[src/rtl/pwm_timer_pkg.sv]
package pwm_timer_pkg;

  typedef enum logic [2:0] {
    TS_NONE, TS_FIX8, TS_FIX9, TS_FIX10, TS_PERIOD, TS_CMPA
  } top_src_e;

  typedef struct packed {
    logic     valid;
    logic     dual;
    top_src_e src;
  } mode_dec_t;

  localparam int unsigned PC_MIN_TOP = 3;
  localparam int unsigned MAX_SHIFT  = 10;

  function automatic mode_dec_t decode_mode(input logic [3:0] m);
    mode_dec_t d;
    d.valid = 1'b1;
    d.dual  = 1'b0;
    d.src   = TS_NONE;
    case (m)
      4'd1:  begin d.dual = 1'b1; d.src = TS_FIX8;   end
      4'd2:  begin d.dual = 1'b1; d.src = TS_FIX9;   end
      4'd3:  begin d.dual = 1'b1; d.src = TS_FIX10;  end
      4'd10: begin d.dual = 1'b1; d.src = TS_PERIOD; end
      4'd11: begin d.dual = 1'b1; d.src = TS_CMPA;   end
      4'd5:  d.src = TS_FIX8;
      4'd6:  d.src = TS_FIX9;
      4'd7:  d.src = TS_FIX10;
      4'd14: d.src = TS_PERIOD;
      4'd15: d.src = TS_CMPA;
      default: d.valid = 1'b0;
    endcase
    return d;
  endfunction

  function automatic int unsigned presc_shift(input logic [2:0] s);
    case (s)
      3'd1:    return 0;
      3'd2:    return 3;
      3'd3:    return 6;
      3'd4:    return 8;
      3'd5:    return 10;
      default: return 0;
    endcase
  endfunction

endpackage

[src/rtl/pwm_prescaler.sv]
module pwm_prescaler
  import pwm_timer_pkg::*;
#(
  parameter int unsigned DIV_W = MAX_SHIFT
) (
  input  logic       clk,
  input  logic       rst,
  input  logic [2:0] sel,
  output logic       tick,
  output logic       running
);
  logic [DIV_W-1:0] div_q;
  logic [DIV_W-1:0] mask;

  always_ff @(posedge clk) begin
    if (rst) div_q <= '0;
    else     div_q <= div_q + 1'b1;
  end

  always_comb begin
    running = (sel >= 3'd1) && (sel <= 3'd5);
    mask    = DIV_W'((1 << presc_shift(sel)) - 1);
    tick    = running && ((div_q & mask) == mask);
  end

  // Divided settings never step on two adjacent clocks while the select is steady.
  assert_tick_gap_R2: assert property (@(posedge clk) disable iff (rst)
    (tick && sel >= 3'd2 && sel <= 3'd5) |=> (!tick || !$stable(sel)));

endmodule

[src/rtl/pwm_counter.sv]
module pwm_counter
  import pwm_timer_pkg::*;
#(
  parameter int unsigned CNT_W = 16
) (
  input  logic             clk,
  input  logic             rst,
  input  logic             tick,
  input  logic             running,
  input  logic             clear,
  input  logic [3:0]       mode,
  input  logic [CNT_W-1:0] period,
  input  logic [CNT_W-1:0] cmp_buf,
  output logic             upd,
  output logic             dual,
  output logic             toggle_ok,
  output logic [CNT_W-1:0] cnt_d,
  output logic             down_d,
  output logic [CNT_W-1:0] cmp_d,
  output logic [CNT_W-1:0] top_d,
  output logic             evt_q
);
  localparam logic [CNT_W-1:0] TOP8  = CNT_W'(255);
  localparam logic [CNT_W-1:0] TOP9  = CNT_W'(511);
  localparam logic [CNT_W-1:0] TOP10 = CNT_W'(1023);
  localparam logic [CNT_W-1:0] FLOOR = CNT_W'(PC_MIN_TOP);

  mode_dec_t        dec;
  logic [CNT_W-1:0] cnt_q, cmp_q, top_now;
  logic             down_q, evt_d;

  function automatic logic [CNT_W-1:0] top_of(input mode_dec_t d,
                                               input logic [CNT_W-1:0] prd,
                                               input logic [CNT_W-1:0] c);
    logic [CNT_W-1:0] t;
    case (d.src)
      TS_FIX8:   t = TOP8;
      TS_FIX9:   t = TOP9;
      TS_FIX10:  t = TOP10;
      TS_PERIOD: t = prd;
      TS_CMPA:   t = c;
      default:   t = '0;
    endcase
    if (d.dual && t < FLOOR) t = FLOOR;
    return t;
  endfunction

  always_comb begin
    dec       = decode_mode(mode);
    dual      = dec.dual;
    toggle_ok = dec.valid && !dec.dual && (dec.src == TS_CMPA);
    upd       = tick && dec.valid;
    top_now   = top_of(dec, period, cmp_q);
    cnt_d     = cnt_q;
    down_d    = down_q;
    cmp_d     = running ? cmp_q : cmp_buf;
    if (upd) begin
      if (!dec.dual) begin
        down_d = 1'b0;
        if (cnt_q >= top_now) begin
          cnt_d = '0;
          cmp_d = cmp_buf;
        end else begin
          cnt_d = cnt_q + 1'b1;
        end
      end else if (!down_q) begin
        if (cnt_q >= top_now - 1'b1) begin
          cnt_d  = top_now;
          down_d = 1'b1;
          cmp_d  = cmp_buf;
        end else begin
          cnt_d = cnt_q + 1'b1;
        end
      end else begin
        if (cnt_q <= CNT_W'(1)) begin
          cnt_d  = '0;
          down_d = 1'b0;
        end else begin
          cnt_d = cnt_q - 1'b1;
        end
      end
    end
    top_d = top_of(dec, period, cmp_d);
    evt_d = upd && (cnt_d == '0);
  end

  always_ff @(posedge clk) begin
    if (rst || clear) begin
      cnt_q  <= '0;
      down_q <= 1'b0;
      evt_q  <= 1'b0;
      cmp_q  <= rst ? '0 : cmp_buf;
    end else begin
      cnt_q  <= cnt_d;
      down_q <= down_d;
      evt_q  <= evt_d;
      cmp_q  <= cmp_d;
    end
  end

  assert_hold_when_idle_R10: assert property (@(posedge clk) disable iff (rst)
    (!tick && !clear) |=> $stable(cnt_q));

  assert_evt_at_bottom_R9: assert property (@(posedge clk) disable iff (rst)
    evt_q |-> (cnt_q == '0));

  assert_reverse_floor_R12: assert property (@(posedge clk) disable iff (rst)
    $rose(down_q) |-> (cnt_q >= FLOOR));

  assert_evt_single_R9: assert property (@(posedge clk) disable iff (rst)
    (evt_q && dec.dual) |=> !evt_q);

endmodule

[src/rtl/pwm_wave.sv]
module pwm_wave #(
  parameter int unsigned CNT_W = 16
) (
  input  logic             clk,
  input  logic             rst,
  input  logic             clear,
  input  logic             upd,
  input  logic [1:0]       com,
  input  logic             dual,
  input  logic             toggle_ok,
  input  logic [CNT_W-1:0] cnt_d,
  input  logic             down_d,
  input  logic [CNT_W-1:0] cmp_d,
  input  logic [CNT_W-1:0] top_d,
  output logic             pwm_q
);
  logic active, out_d;

  always_comb begin
    if (dual) active = down_d ? (cnt_d <= cmp_d) : (cnt_d < cmp_d);
    else      active = (cmp_d <= cnt_d) && (cnt_d < top_d);
    case (com)
      2'd1:    out_d = (toggle_ok && cnt_d == cmp_d) ? !pwm_q : (toggle_ok && pwm_q);
      2'd2:    out_d = active;
      2'd3:    out_d = !active;
      default: out_d = 1'b0;
    endcase
  end

  always_ff @(posedge clk) begin
    if (rst || clear) pwm_q <= 1'b0;
    else if (upd)     pwm_q <= out_d;
  end

  assert_com_off_low_R11: assert property (@(posedge clk) disable iff (rst)
    (upd && com == 2'd0) |=> !pwm_q);

endmodule

[src/rtl/pwm_timer.sv]
module pwm_timer
  import pwm_timer_pkg::*;
#(
  parameter int unsigned CNT_W  = 16,
  parameter int unsigned ADDR_W = 3
) (
  input  logic              clk,
  input  logic              rst,
  input  logic              wr_en,
  input  logic [ADDR_W-1:0] wr_addr,
  input  logic [CNT_W-1:0]  wr_data,
  output logic              pwm_out,
  output logic              evt_flag
);
  localparam logic [ADDR_W-1:0] A_MODE = ADDR_W'(0);
  localparam logic [ADDR_W-1:0] A_COM  = ADDR_W'(1);
  localparam logic [ADDR_W-1:0] A_SEL  = ADDR_W'(2);
  localparam logic [ADDR_W-1:0] A_PRD  = ADDR_W'(3);
  localparam logic [ADDR_W-1:0] A_CMP  = ADDR_W'(4);

  logic [3:0]       mode_q;
  logic [1:0]       com_q;
  logic [2:0]       sel_q;
  logic [CNT_W-1:0] period_q, cmp_buf_q;
  logic             mode_clr;

  assign mode_clr = wr_en && (wr_addr == A_MODE);

  always_ff @(posedge clk) begin
    if (rst) begin
      mode_q    <= '0;
      com_q     <= '0;
      sel_q     <= '0;
      period_q  <= '0;
      cmp_buf_q <= '0;
    end else if (wr_en) begin
      case (wr_addr)
        A_MODE: mode_q    <= wr_data[3:0];
        A_COM:  com_q     <= wr_data[1:0];
        A_SEL:  sel_q     <= wr_data[2:0];
        A_PRD:  period_q  <= wr_data;
        A_CMP:  cmp_buf_q <= wr_data;
        default: ;
      endcase
    end
  end

  logic             tick, running, upd, dual, toggle_ok, down_d, evt_q, pwm_q;
  logic [CNT_W-1:0] cnt_d, cmp_d, top_d;

  pwm_prescaler u_presc (
    .clk(clk), .rst(rst), .sel(sel_q), .tick(tick), .running(running)
  );

  pwm_counter #(.CNT_W(CNT_W)) u_cnt (
    .clk(clk), .rst(rst), .tick(tick), .running(running), .clear(mode_clr),
    .mode(mode_q), .period(period_q), .cmp_buf(cmp_buf_q),
    .upd(upd), .dual(dual), .toggle_ok(toggle_ok), .cnt_d(cnt_d),
    .down_d(down_d), .cmp_d(cmp_d), .top_d(top_d), .evt_q(evt_q)
  );

  pwm_wave #(.CNT_W(CNT_W)) u_wave (
    .clk(clk), .rst(rst), .clear(mode_clr), .upd(upd), .com(com_q),
    .dual(dual), .toggle_ok(toggle_ok), .cnt_d(cnt_d), .down_d(down_d),
    .cmp_d(cmp_d), .top_d(top_d), .pwm_q(pwm_q)
  );

  assign pwm_out  = pwm_q;
  assign evt_flag = evt_q;

  assert_stopped_quiet_R10: assert property (@(posedge clk) disable iff (rst)
    (!running && !mode_clr) |=> ($stable(pwm_out) && !evt_flag));

endmodule

[config.mk]
export PLATFORM = sky130hd
export DESIGN_NAME = pwm_timer
export DESIGN_NICKNAME = d
export VERILOG_FILES = /design/src/rtl/pwm_timer_pkg.sv /design/src/rtl/pwm_prescaler.sv /design/src/rtl/pwm_counter.sv /design/src/rtl/pwm_wave.sv /design/src/rtl/pwm_timer.sv
export SDC_FILE = /design/constraint.sdc
export NUM_CORES = 1
export LEC_CHECK = 0
export ABC_CLOCK_PERIOD_IN_PS = 7900
export BUFFER_PORTS_ARGS = -buffer_cell sky130_fd_sc_hd__clkbuf_2
export CORE_MARGIN = 2
export CORE_UTILIZATION = 45
export DETAILED_ROUTE_END_ITERATION = 12
export PLACE_DENSITY_LB_ADDON = 0.12
export SYNTH_ARGS = -nofsm -noshare
export SYNTH_HDL_FRONTEND = slang
export SYNTH_SLANG_ARGS = --single-unit
export TNS_END_PERCENT = 10
[constraint.sdc]
create_clock -name clk -period 7.9 [get_ports clk]
set_input_delay 1.185 -clock clk [delete_from_list [all_inputs] [get_ports clk]]
set_output_delay 1.185 -clock clk [all_outputs]
set_load 0.02 [all_outputs]
==> results.py, run 1 <==
metrics = {
    "place": {
        "io_buffers": 23,
        "gp_congestion": 0.943,
        "dpl_worst_slack_ps": 183,
        "place_hpwl_microns": 18500,
        "dpl.cell_count": 1176,
    },
    "finish": {
        "fill_cells": 1591,
        "final_net_count": 1065,
        "area_growth_pct": 11.8,
        "final_cells": 1194,
        "diodes": 0,
        "layout-drive-gt1-share_pct": 10.9,
    },
    "power": {
        "total_power_uw": 1060,
        "ir_drop_v": 0.000116,
        "power-per-cell-area_nw_per_um2": 132,
        "cellLeakagePower_uw": 0.00332,
    },
    "sta": {
        "worstMarginPinSlew_ps": 954,
        "skew_ps": 8.06,
        "fin_ws_ps": 509,
        "finalHoldViolations": 0,
        "slew_viol_final": 0,
        "fmax_mhz": 135,
        "final.period_utilization_pct": 93.6,
        "setup_viol": 0,
        "slew-limit-headroom_pct": 36.0,
        "min_period_ps": 7390,
    },
    "floorplan": {
        "initial_core_util_pct": 45.7,
        "die_area_sq_um": 17000,
        "core_sq_um": 15700,
        "fp.dieH_microns": 130,
        "die_w_microns": 130,
        "ios": 24,
        "rows": 46,
    },
    "logic_synthesis": {
        "synth_area_leaders": "dfxtp_1, ha_1, nand2_1",
        "yosys_warnings": 0,
        "synth_xor_area_share_pct": 4.51,
        "synth_fp_nets": 1049,
        "yosys.area_share.simple_pct": 25.9,
        "yosysTopAreaCellShare_pct": 24.0,
        "synth_edf_count": 0,
        "synth_common_cells": "nand2_1, nor2_1, a21oi_1, dfxtp_1, ha_1",
        "synth_area_sq_um": 7180,
        "synthAdderAreaFrac_pct": 12.0,
        "synthMuxAreaShare_pct": 4.41,
        "synthCells": 958,
        "yosysTopAreaCell": "dfxtp_1",
        "synthArstFlopShare_pct": 0,
        "synth_most_common_cell": "nand2_1",
        "ys_seq_area_share_pct": 24.0,
        "ys.flop_type": "dfxtp_1",
        "synthDistinctLibCells": 70,
        "avgSynthCellArea_sq_um": 7.49,
        "synth_top_family_by_area": "simple AND/OR/NAND/NOR gates",
        "synth_compound_area_share_pct": 24.8,
        "ys_seq_elements": 86,
    },
    "critical_path": {
        "crit_buf_inv": 1,
        "startpoint_type": "flip-flop",
        "crit_required_ps": 8140,
        "path_class": "reg -> reg",
        "cpPeakStageDelay_ps": 680,
        "critPathCaptureType": "flip-flop",
        "critical_path.top_delay_family": "compound AO/OA/AOI/OAI gates",
        "crit_path_frequent_cell": "a21oi_1",
        "cp.arrival_ps": 7630,
        "slowest_stage": "or4b_2",
        "crit_path_max_fanout": 33,
    },
    "clocking": {
        "path_clk_slew_ps": 70,
        "numCtsBuffers": 9,
        "htreeDepth": 3,
        "clkSinkCount": 86,
        "cts_buffer_depth": 2,
        "cts-root-buf": "clkbuf_16",
        "insertion_delay_ps": 340,
        "hold_buffers": 0,
        "cts_tree": "built",
    },
    "routing": {
        "via_per_inst": 6.03,
        "drtAntennaViolNets": 0,
        "first_iter_violations": 516,
        "firstDrtPassIters": 5,
        "avgRoutedWirePerCell_microns": 20.2,
        "route.detailed.drc": 0,
        "via_count": 7194,
        "wl_microns": 24100,
    },
    "global_route": {
        "grt_usage_pct": 29.3,
        "grt-ovfl-total": 0,
        "grt_start_max_net_pins": 70,
        "grt_pass1_vias": 6883,
        "grt_pass1_wl_microns": 38400,
        "antenna_found_initial": 0,
    },
    "job": {
        "max-cap-violations": 0,
    },
    "run_status": {
        "outcome": "complete, no violations",
    },
    "worst_hold_path": {
        "hold_path_class": "reg -> reg",
    },
}
==> worst register-to-register path: cells and delay by family, from the launching register on <==
kind	cells	cell delay, ps
AO/OA/AOI/OAI	13	2910
AND/OR/NAND/NOR	10	2300
adder cells (fa/ha/maj)	3	950
multiplexers	2	420
flip-flops	1	390
buffers and inverters	1	210
XOR/XNOR	1	140
==> registers in the layout (all words and copies together), names as in the netlist <==
signal / cells
cmp_buf_q: 16
com_q: 2
mode_q: 4
period_q: 16
sel_q: 3
u_cnt.cmp_q: 16
u_cnt.cnt_q: 16
u_cnt.down_q: 1
u_cnt.evt_q: 1
u_presc.div_q: 10
u_wave.pwm_q: 1
==> report_power, final <==
group / total (uW) / switching (uW) / internal [uW]
Combinational: 178 / 106 / 71.8
Clock: 433 / 188 / 246
Sequential: 452 / 9.95 / 442
Total: 1060 / 304 / 759
==> per-layer routing <==
| layer | global-route usage, % | wire (microns) | vias up | share of wire [%] |
|---|---|---|---|---|
| li1 | - | - | 3531 | - |
| met1 | 39.5 | 11100 | 3336 | 46 |
| met2 | 46.4 | 10800 | 270 | 45 |
| met3 | 3.53 | 1220 | 57 | 5.1 |
| met4 | 14.3 | 1030 | 0 | 4.3 |
| met5 | 0 | 0 | - | 0 |
==> final timing paths <==
path / start / endpoint / slack, ps / cells past startpoint
setup / recovery: mode_q[0] / u_wave.pwm_q / 510 / 30
hold reg to reg: period_q[9] / period_q[9] / 470 / 2
setup reg to reg: mode_q[0] / u_wave.pwm_q / 510 / 30
hold / removal: period_q[9] / period_q[9] / 470 / 2
==> cell families after synthesis <==
logic type               after synthesis
adder cells (fa/ha/maj)               69
AO/OA/AOI/OAI                        270
other                                  1
flip-flops                            86
XOR/XNOR                              37
buffers and inverters                 81
multiplexers                          31
AND/OR/NAND/NOR                      383
==> metrics by stage <==
stage	TNS, ps	utilization (%)	hold slack [ps]	cell area [sq um]
after CTS	0	50.5	473	7930
after global placement	0	48.6	452	7640
final	0	51.1	469	8030
after floorplan	0	-	431	7180
after detailed placement	0	48.6	460	7640
after global routing	-29.6	51.1	487	8030
==> layout make-up <==
cell class                 instances  area, sq um  area share (%)
clock buffer                       9          225            2.81
tap                              216          270            3.37
multi-input combinational        791         5220            65.1
inverter                          23         86.3            1.08
timing repair buffer              63          428            5.33
clock inverter                     6         70.1           0.873
sequential                        86         1720            21.5
==> cell usage in the layout (no fill, tap or decap), types with 5 or more instances in the layout <==
| cell type | count |
|---|---|
| o22ai_1 | 5 |
| nor3_1 | 11 |
| xnor2_1 | 20 |
| and2_1 | 20 |
| o211ai_1 | 5 |
| a211oi_1 | 28 |
| clkbuf_2 | 23 |
| clkbuf_16 | 9 |
| nand2b_1 | 11 |
| and3_1 | 22 |
| or4_1 | 8 |
| o21a_1 | 18 |
| mux2i_1 | 26 |
| buf_4 | 39 |
| a21o_1 | 15 |
| and4_1 | 5 |
| nand2_1 | 130 |
| ha_1 | 69 |
| dfxtp_1 | 84 |
| o21ai_0 | 33 |
| nand4_1 | 16 |
| a221oi_2 | 5 |
| nand3_1 | 32 |
| a21oi_1 | 88 |
| nor2_1 | 89 |
| nor4_1 | 10 |
| xor2_1 | 17 |
| a311oi_1 | 5 |
| a31oi_1 | 9 |
| mux2_2 | 5 |
| o31ai_1 | 5 |
| o21bai_1 | 5 |
| inv_1 | 22 |
| a21boi_0 | 5 |
| o221ai_1 | 6 |
==> what timing repair did <==
item,4_1_cts,5_1_grt
setup buffers,0,3
resized for setup,0,15
endpoints found under the setup margin,0,1
No activity file was read; power rests on OpenSTA's default activity.
==> run 2, diff against run 1 <==
- CTS_BUF_LIST: default -> sky130_fd_sc_hd__clkbuf_4 sky130_fd_sc_hd__clkbuf_8
- SLEW_MARGIN: default -> 20
==> run 2 against run 1 <==
Against the previous run: critical endpoint unchanged; largest power group unchanged; utilization fell by 0.62 points; global-route usage fell by 0.086 points; worst hold slack got worse by 0.97 ps.
==> results.py, run 2 (synthesis results as in run 1) <==
metrics = {
    "sta": {
        "tns_ps": 0,
        "skew_ps": 11.4,
        "slew_viol_final": 0,
        "slew-limit-headroom_pct": 34.3,
        "min_period_ps": 7350,
        "fmax_mhz": 136,
        "fin_hold_ws_ps": 468,
        "final.period_utilization_pct": 93.0,
        "setup_viol": 0,
        "finalHoldViolations": 0,
        "worstMarginPinSlew_ps": 980,
    },
    "floorplan": {
        "core_sq_um": 15700,
        "fp.dieH_microns": 130,
        "initial_core_util_pct": 45.7,
        "die_area_sq_um": 17000,
        "rows": 46,
        "die_w_microns": 130,
        "ios": 24,
    },
    "place": {
        "place_hpwl_microns": 18500,
        "gp_congestion": 0.943,
        "io_buffers": 23,
    },
    "critical_path": {
        "cpPeakStageDelay_ps": 540,
        "crit_required_ps": 8170,
        "crit_buf_inv": 1,
        "critical_path.top_delay_family": "compound AO/OA/AOI/OAI gates",
        "startpoint_type": "flip-flop",
        "crit_path_max_fanout": 33,
        "path_class": "reg -> reg",
        "cp.arrival_ps": 7620,
        "critPathCaptureType": "flip-flop",
        "slowest_stage": "nor2_4",
    },
    "power": {
        "power-per-cell-area_nw_per_um2": 120,
        "ir_drop_v": 0.0000923,
        "cellLeakagePower_uw": 0.00328,
    },
    "clocking": {
        "clkSinkCount": 86,
        "cts_buffer_depth": 2,
        "htreeDepth": 3,
        "cts_tree": "built",
        "cts-root-buf": "clkbuf_8",
        "path_clk_slew_ps": 100,
        "numCtsBuffers": 9,
        "hold_buffers": 0,
        "insertion_delay_ps": 370,
    },
    "global_route": {
        "antenna_found_initial": 0,
        "grt_pass1_wl_microns": 38300,
        "grt_pass1_vias": 6855,
        "grt-ovfl-total": 0,
        "grt_usage_pct": 29.2,
        "grt_start_max_net_pins": 70,
    },
    "worst_hold_path": {
        "hold_path_class": "reg -> reg",
    },
    "finish": {
        "final_net_count": 1065,
        "final_cell_mix": "nand2_1, nor2_1, a21oi_1",
        "diodes": 0,
        "fill_cells": 1609,
        "multi_input_comb_area_sq_um": 5230,
        "final_common_cell": "nand2_1",
        "area_growth_pct": 10.4,
        "finish.utilization_pct": 50.5,
        "area.sequential_sq_um": 1720,
        "layout-drive-gt1-share_pct": 11.0,
    },
    "routing": {
        "route.detailed.drc": 0,
        "wl_microns": 24100,
        "via_count": 7180,
        "first_iter_violations": 536,
        "firstDrtPassIters": 5,
        "avgRoutedWirePerCell_microns": 20.2,
        "via_per_inst": 6.01,
        "drtAntennaViolNets": 0,
    },
    "job": {
        "max-cap-violations": 0,
    },
    "run_status": {
        "outcome": "complete, no violations",
    },
}
run 2: worst paths after layout:
kind,to,cells after the start,slack (ps),start
worst max-delay path,u_wave.pwm_q,29,550,mode_q[0]
worst min-delay path,period_q[1],2,470,period_q[1]
worst max register to register,u_wave.pwm_q,29,550,mode_q[0]
worst min register to register,period_q[1],2,470,period_q[1]
run 2: per-stage QoR:
stage                     power, uW  cell area [sq um]  setup slack [ps]  std cells
after detailed placement        633               7640               183       1176
after global routing            993               7930             -8.46       1194
after global placement          633               7640               349       1176
final                           952               7930               553       1194
after floorplan                 578               7180              1080        958
after CTS                       955               7830               148       1191
run 2: layout make-up:
class	count	share of cell area (%)
Clock buffer	9	1.56
Clock inverter	6	0.884
Inverter	23	1.09
Multi-Input combinational cell	791	65.9
Sequential cell	86	21.7
Tap cell	216	3.41
Timing Repair Buffer	63	5.40
run 2: power by group:
part,switching (uW),internal (uW)
clock network,175,147
logic,106,71.8
registers,10.1,442
run 2: repair_timing:
item | CTS | global route
setup buffers | 0 | 3
endpoints found under the setup margin | 0 | 1
gates resized for setup | 0 | 16
run 2: tightest hold or removal path: cells and delay by family, from the launching register on:
kind / cells / cell delay, ps
DFF: 1 / 320
and+or+nand+nor: 1 / 50
AOI/OAI and AO/OA: 1 / 50
run 2: metal layers:
metal / vias up / routed length [microns] / global-route usage (%)
met1: 3379 / 11300 / 39.6
met5: - / 0 / 0
li1: 3532 / - / -
met3: 58 / 982 / 3.24
met2: 211 / 10800 / 46.4
met4: 0 / 1020 / 13.9
